`config.mk`:
```
export PLATFORM = sky130hd
export DESIGN_NAME = sram_line_tester
export DESIGN_NICKNAME = d
export VERILOG_FILES = /design/src/rtl/sram_tst_pkg.sv /design/src/rtl/sram_tst_phase_timer.sv /design/src/rtl/sram_tst_step_rom.sv /design/src/rtl/sram_line_tester.sv
export SDC_FILE = /design/constraint.sdc
export NUM_CORES = 1
export LEC_CHECK = 0
export BUFFER_PORTS_ARGS = -buffer_cell sky130_fd_sc_hd__buf_4
export CORE_MARGIN = 2
export CORE_UTILIZATION = 47
export DETAILED_ROUTE_END_ITERATION = 10
export PLACE_DENSITY = 0.79
export SLEW_MARGIN = 20
export SYNTH_ARGS = -nofsm -noshare
export SYNTH_HDL_FRONTEND = slang
export SYNTH_SLANG_ARGS = --single-unit
```
`constraint.sdc`:
```
create_clock -name clk -period 2.7 [get_ports clk]
set_clock_uncertainty 0.05 [all_clocks]
set_input_delay 0.27 -clock clk [delete_from_list [all_inputs] [get_ports clk]]
set_output_delay 0.27 -clock clk [all_outputs]
set_load 0.005 [all_outputs]
```
`src/rtl/sram_tst_pkg.sv`:
```
package sram_tst_pkg;
  typedef enum logic [1:0] {ST_IDLE, ST_RUN, ST_DONE} ctl_state_t;
  typedef enum logic [1:0] {PH_ADDR, PH_STROBE, PH_DATA, PH_FINISH} phase_t;
  localparam logic [1:0] TEST_WALK = 2'd0;
  localparam logic [1:0] TEST_OE   = 2'd1;
  localparam logic [1:0] TEST_CE   = 2'd2;
endpackage

```
`src/rtl/sram_tst_phase_timer.sv`:
```
module sram_tst_phase_timer #(
  parameter int HOLD = 1
) (
  input  logic clk,
  input  logic rst_n,
  input  logic run,
  output logic phase_end
);
  localparam int CW = (HOLD > 1) ? $clog2(HOLD) : 1;
  localparam logic [CW-1:0] LAST = CW'(HOLD - 1);

  logic [CW-1:0] cnt;

  always_ff @(posedge clk or negedge rst_n) begin
    if (!rst_n)            cnt <= '0;
    else if (!run)         cnt <= '0;
    else if (cnt == LAST)  cnt <= '0;
    else                   cnt <= cnt + 1'b1;
  end

  assign phase_end = run && (cnt == LAST);

  // the dwell counter never passes its hold limit
  p_cnt_bound_r5: assert property (@(posedge clk) disable iff (!rst_n)
    cnt <= LAST);
endmodule

```
`src/rtl/sram_tst_step_rom.sv`:
```
module sram_tst_step_rom
  import sram_tst_pkg::*;
#(
  parameter int ADDR_W = 14,
  parameter int DATA_W = 4,
  parameter int STEP_W = 5
) (
  input  logic [1:0]        test_i,
  input  logic [STEP_W-1:0] step_i,
  output logic              is_write,
  output logic [ADDR_W-1:0] op_addr,
  output logic [DATA_W-1:0] op_data,
  output logic              ce_hi,
  output logic              oe_hi,
  output logic              last
);
  localparam int WALK_N = ADDR_W + 1;
  localparam logic [STEP_W-1:0] WALK_NS = STEP_W'(WALK_N);
  localparam logic [STEP_W-1:0] WALK_LAST = STEP_W'(2 * WALK_N - 1);
  localparam logic [STEP_W-1:0] FLOAT_STEP = STEP_W'(2);
  localparam logic [STEP_W-1:0] FLOAT_LAST = STEP_W'(3);

  logic [ADDR_W-1:0] walk_tab [WALK_N];

  for (genvar k = 0; k < WALK_N; k++) begin : g_walk
    if (k == 0) begin : g_zero
      assign walk_tab[k] = '0;
    end else begin : g_bit
      assign walk_tab[k] = ADDR_W'(1) << (k - 1);
    end
  end

  logic [STEP_W-1:0] k_idx;
  assign k_idx = (step_i < WALK_NS) ? step_i : step_i - WALK_NS;

  always_comb begin
    is_write = 1'b0;
    op_addr  = '0;
    op_data  = '0;
    ce_hi    = 1'b0;
    oe_hi    = 1'b0;
    last     = 1'b0;
    if (test_i == TEST_WALK) begin
      is_write = step_i < WALK_NS;
      op_addr  = walk_tab[k_idx];
      op_data  = DATA_W'(k_idx);
      last     = step_i == WALK_LAST;
    end else begin
      is_write = step_i == '0;
      op_data  = (step_i == FLOAT_STEP) ? '1 : '0;
      ce_hi    = (test_i == TEST_CE) && (step_i == FLOAT_STEP);
      oe_hi    = (test_i == TEST_OE) && (step_i == FLOAT_STEP);
      last     = step_i == FLOAT_LAST;
    end
  end
endmodule

```
`src/rtl/sram_line_tester.sv`:
```
module sram_line_tester
  import sram_tst_pkg::*;
#(
  parameter int ADDR_W = 14,
  parameter int DATA_W = 4,
  parameter int HOLD   = 1,
  localparam int STEP_W = $clog2(2 * ADDR_W + 2)
) (
  input  logic              clk,
  input  logic              rst_n,
  input  logic              start,
  input  logic [DATA_W-1:0] dq_in,
  output logic              ce_n,
  output logic              oe_n,
  output logic              we_n,
  output logic [ADDR_W-1:0] addr,
  output logic [DATA_W-1:0] dq_out,
  output logic              dq_oe,
  output logic              busy,
  output logic              done,
  output logic              pass,
  output logic [1:0]        fail_test,
  output logic [STEP_W-1:0] fail_step
);
  ctl_state_t        state;
  phase_t            phase;
  logic [1:0]        test_q;
  logic [STEP_W-1:0] step_q;
  logic              pass_q;
  logic [1:0]        ftest_q;
  logic [STEP_W-1:0] fstep_q;
  logic              phase_end;

  logic              op_write, op_ce_hi, op_oe_hi, op_last;
  logic [ADDR_W-1:0] op_addr;
  logic [DATA_W-1:0] op_data;

  sram_tst_phase_timer #(.HOLD(HOLD)) u_timer (
    .clk(clk), .rst_n(rst_n), .run(state == ST_RUN), .phase_end(phase_end)
  );

  sram_tst_step_rom #(.ADDR_W(ADDR_W), .DATA_W(DATA_W), .STEP_W(STEP_W)) u_rom (
    .test_i(test_q), .step_i(step_q), .is_write(op_write), .op_addr(op_addr),
    .op_data(op_data), .ce_hi(op_ce_hi), .oe_hi(op_oe_hi), .last(op_last)
  );

  always_comb begin
    ce_n   = 1'b1;
    oe_n   = 1'b1;
    we_n   = 1'b1;
    addr   = '0;
    dq_out = '0;
    dq_oe  = 1'b0;
    if (state == ST_RUN) begin
      ce_n = op_ce_hi;
      oe_n = op_oe_hi;
      addr = op_addr;
      if (op_write) begin
        we_n   = !((phase == PH_STROBE) || (phase == PH_DATA));
        dq_oe  = phase == PH_DATA;
        dq_out = op_data;
      end
    end
  end

  logic rd_bad;
  assign rd_bad = !op_write && (dq_in != op_data);

  always_ff @(posedge clk or negedge rst_n) begin
    if (!rst_n) begin
      state   <= ST_IDLE;
      phase   <= PH_ADDR;
      test_q  <= '0;
      step_q  <= '0;
      pass_q  <= 1'b0;
      ftest_q <= '0;
      fstep_q <= '0;
    end else begin
      case (state)
        ST_IDLE, ST_DONE: begin
          if (start) begin
            state   <= ST_RUN;
            phase   <= PH_ADDR;
            test_q  <= TEST_WALK;
            step_q  <= '0;
            pass_q  <= 1'b0;
            ftest_q <= '0;
            fstep_q <= '0;
          end
        end
        ST_RUN: begin
          if (phase_end) begin
            if (phase != PH_FINISH) begin
              phase <= phase_t'(phase + 2'd1);
            end else begin
              phase <= PH_ADDR;
              if (rd_bad) begin
                state   <= ST_DONE;
                ftest_q <= test_q;
                fstep_q <= step_q;
              end else if (op_last) begin
                step_q <= '0;
                if (test_q == TEST_CE) begin
                  state  <= ST_DONE;
                  pass_q <= 1'b1;
                end else begin
                  test_q <= test_q + 2'd1;
                end
              end else begin
                step_q <= step_q + 1'b1;
              end
            end
          end
        end
        default: state <= ST_IDLE;
      endcase
    end
  end

  assign busy      = state == ST_RUN;
  assign done      = state == ST_DONE;
  assign pass      = pass_q;
  assign fail_test = ftest_q;
  assign fail_step = fstep_q;

  // data is driven only under an active write strobe
  p_drive_in_strobe_r3: assert property (@(posedge clk) disable iff (!rst_n)
    dq_oe |-> !we_n);
  // address held while the strobe is low
  p_addr_hold_r3: assert property (@(posedge clk) disable iff (!rst_n)
    (!we_n && $past(!we_n)) |-> $stable(addr));
  // the bus is released as soon as the strobe rises
  p_release_on_rise_r4: assert property (@(posedge clk) disable iff (!rst_n)
    $rose(we_n) |-> !dq_oe);
  // writes happen with both enables asserted
  p_enables_on_write_r8: assert property (@(posedge clk) disable iff (!rst_n)
    !we_n |-> (!ce_n && !oe_n));
  // walking addresses carry at most one set bit
  p_walk_onehot_r1: assert property (@(posedge clk) disable iff (!rst_n)
    (busy && test_q == TEST_WALK) |-> ($countones(addr) <= 1));
  // the bus is quiet once the verdict is out
  p_done_quiet_r10: assert property (@(posedge clk) disable iff (!rst_n)
    done |-> (we_n && ce_n && oe_n && !dq_oe));
  // the verdict holds until a new start
  p_verdict_hold_r10: assert property (@(posedge clk) disable iff (!rst_n)
    (done && !start) |=> (done && $stable(pass) && $stable(fail_test) && $stable(fail_step)));
endmodule

```
==> qor.csv <==
stage;metric;value;unit
clocking;clock_sinks;19;
floorplan;initial_core_util;48.8;%
logic_synthesis;synth-edff-count;0;
timing;tightest_slew;0.578;ns
route;ant_nets;0;
global_route;grt_max_degree;20;
power_and_ir_drop;power_frac_comb;72.6;%
clocking;ctsLongestPathBuffers;2;
timing;final.period_utilization;94.9;%
power_and_ir_drop;clkPwrFrac;6.0;%
timing;finalSetupViolations;0;
power_and_ir_drop;p_switching;0.00113;W
floorplan;die_w;59.9;µm
timing;setup_ws;0.137;ns
logic_synthesis;synth_top_area_cell;dfrtp_1;
logic_synthesis;avgSynthCellArea;8.53;µm²
clocking;cts_root_buffer;clkbuf_4;
place;dp_hpwl;2920;µm
min_path;hold_depth;3;
power_and_ir_drop;p_total;0.00244;W
logic_synthesis;syn_inst;172;
setup_path;crit_start;test_q[0];
cells_and_area;diodes;0;
logic_synthesis;synth_cell_type_count;44;
min_path;worstHoldPathType;primary input to flop;
timing;finalHoldViolations;0;
power_and_ir_drop;p_leak;0.943;nW
floorplan;chipHeight;59.9;µm
timing;drv_slew;0;
setup_path;endpoint_kind;output port;
clocking;cts_tree;built;
power_and_ir_drop;powerDensity;1280;nW/µm²
cells_and_area;drive_gt1_share;29.8;%
setup_path;max_stage_delay;0.44;ns
logic_synthesis;synth_ff_type;dfrtp_1;
global_route;grt_pass1_wl;5900;µm
logic_synthesis;yosysWarnings;0;
power_and_ir_drop;max-vdd-ir-drop;571;µV
route;vias;1428;
setup_path;rr_worst_depth;8;
setup_path;path_class;flop to output port;
logic_synthesis;mappedNetlistArea;1470;µm²
route;drt_first_pass_iters;4;
power_and_ir_drop;seqPwrFrac;21.4;%
setup_path;path_max_fanout;7;
logic_synthesis;synth-seq-cells;19;
floorplan;pin_count;39;
logic_synthesis;synthTopCellsByArea;dfrtp_1, ha_1, nand2_1, nor2_1, a32o_1;
clocking;clock_latency;0.30;ns
logic_synthesis;synth_top_cell_area_share;32.4;%
global_route;overflow;0;
route;drt-initial-drc-count;76;
place;post-place-ws;0.150;ns
run;drv_cap;0;
route;remaining_drc_errors;0;
clocking;clk_pin_slew;0.10;ns
global_route;grtUsageTotal;21.4;%
timing;fmax;0.390;GHz
min_path;holdCritStartpoint;start;
logic_synthesis;synthTopCellsByCount;nand2_1, nor2_1, dfrtp_1;
setup_path;r2r_end;test_q[0];
global_route;first_global_vias;1292;
place;gp_congestion;0.911;
setup_path;worstReg2RegStart;step_q[1];
clocking;h-tree-depth;1;
setup_path;cp.arrival;2.24;ns
timing;slew_headroom;61.4;%
place;portBuffers;38;
setup_path;required;2.38;ns
cells_and_area;areaGrowthSynthToFinish;29.7;%
power_and_ir_drop;p_int;0.00131;W
setup_path;startpoint_type;flop;
outcome;status;finished clean;
floorplan;dieArea;3580;µm²
floorplan;core_area;3000;µm²
logic_synthesis;synthArstFlopShare;100;%
route;routedWlPerCell;15.0;µm
logic_synthesis;synth_nets;187;
timing;rsz0062_at_grt;false;
floorplan;rows;20;
route;finalWirelength;3770;µm
timing;tns;0;ns
logic_synthesis;yosysSeqAreaShare;32.4;%
logic_synthesis;synth_most_common_cell;nand2_1;
global_route;antenna_found_initial;0;
setup_path;r2r_slack;0.17;ns
min_path;holdPathEnd;state[0];
setup_path;crit_chain;inv_1 -> ha_2 -> a21oi_1 -> or2_2 -> a21o_1 -> nor3_4 -> a21boi_0 -> buf_4;
route;drt-vias-per-instance;5.69;
power_and_ir_drop;netSwitchingFraction;46.4;%
clocking;numCtsBuffers;3;
cells_and_area;finalNetCount;234;
timing;period_needed;2.56;ns
setup_path;crit_path_top_delay_cell;dfrtp_1;
==> placed cells by master (no fill, tap or decap), types with 2 or more instances in the layout <==
master and instances:
or2_2 2, nor3_1 3, and3_1 3, nor2b_1 2, a2bb2oi_1 3, mux2i_1 5
nor2_1 20, xnor2_1 2, clkbuf_4 3, or3_1 4, dfrtp_1 18, nand2_1 21
buf_4 49, nand3_1 2, a21boi_0 7, a21oi_1 7, a31oi_1 3, o21ai_0 3
and2_1 3, ha_1 7, a22o_1 2, inv_1 11, nand2b_1 6, a32o_1 7
==> per-stage QoR <==
| stage | hold slack, ns | std cells | instance area, µm² | utilization (%) |
|---|---|---|---|---|
| 6_report | 0.226 | 251 | 1900 | 63.3 |
| 5_1_grt | 0.261 | 251 | 1900 | 63.3 |
| 4_1_cts | 0.229 | 251 | 1880 | 62.5 |
| 3_5_place_dp | 0.105 | 246 | 1840 | 61.2 |
| 3_3_place_gp | 0.101 | 246 | 1840 | 61.2 |
| 2_1_floorplan | -0.0756 | 172 | 1470 | - |
==> power groups by stage <==
stage / sequential (W) / combinational [W] / clock, W
floorplan: 0.000481 / 0.00107 / 0
global placement: 0.000508 / 0.00168 / 0
detailed placement: 0.000521 / 0.00172 / 0
CTS: 0.000515 / 0.00173 / 0.000147
global route: 0.000541 / 0.00195 / 0.000155
finish: 0.000523 / 0.00177 / 0.000146
==> registers in the layout (all words and copies together), names as in the netlist <==
signal,count
phase,2
step_q,5
pass,1
fail_test,2
state,2
fail_step,5
test_q,2
==> logic make-up after synthesis <==
group                    after synthesis  share of synthesized area, %
AND/OR/NAND/NOR                       73                          25.0
AO/OA/AOI/OAI                         45                          24.2
buffers and inverters                 19                          5.38
flip-flops                            19                          32.4
adder cells (fa/ha/maj)                8                          6.83
multiplexers                           6                          4.95
XOR/XNOR                               2                          1.19
==> critical path, delay by kind of cell (launching register included) <==
kind	cells	cell delay, ns
AOI/OAI and AO/OA	3	0.48
DFF	1	0.44
buffers and inverters	2	0.24
and+or+nand+nor	2	0.50
adders and majority gates	1	0.27
==> repair_timing <==
item / CTS / global route
hold buffers: 1 / 0
gates resized for setup: 1 / 5
endpoints found under the hold margin: 19 / 0
buffers inserted: 0 / 0
setup endpoints to repair: 2 / 16
==> worst max-delay path by stage <==
stage / end / slack (ns) / cells after the start
floorplan: test_q[0] / 0.17 / 10
global placement: test_q[0] / 0.23 / 8
detailed placement: test_q[1] / 0.15 / 8
CTS: dq_out[0] / 0.06 / 8
global route: step_q[4] / 0.006 / 9
finish: dq_out[0] / 0.14 / 8
==> final cells by class <==
cell class / count / area [µm²]
sequential: 19 / 477
fill: 251 / 1100
inverter: 11 / 41.3
multi-input combinational: 134 / 938
timing repair buffer: 50 / 378
tap: 33 / 41.3
clock buffer: 4 / 26.3
==> metal layers <==
layer	global-route usage [%]	wire length, µm	up-vias
met5	0	0	-
met4	6.67	33	0
met3	1.73	231	4
met2	36.3	1760	57
met1	28.8	1740	654
li1	-	-	713
No activity file was read; power rests on OpenSTA's default activity.
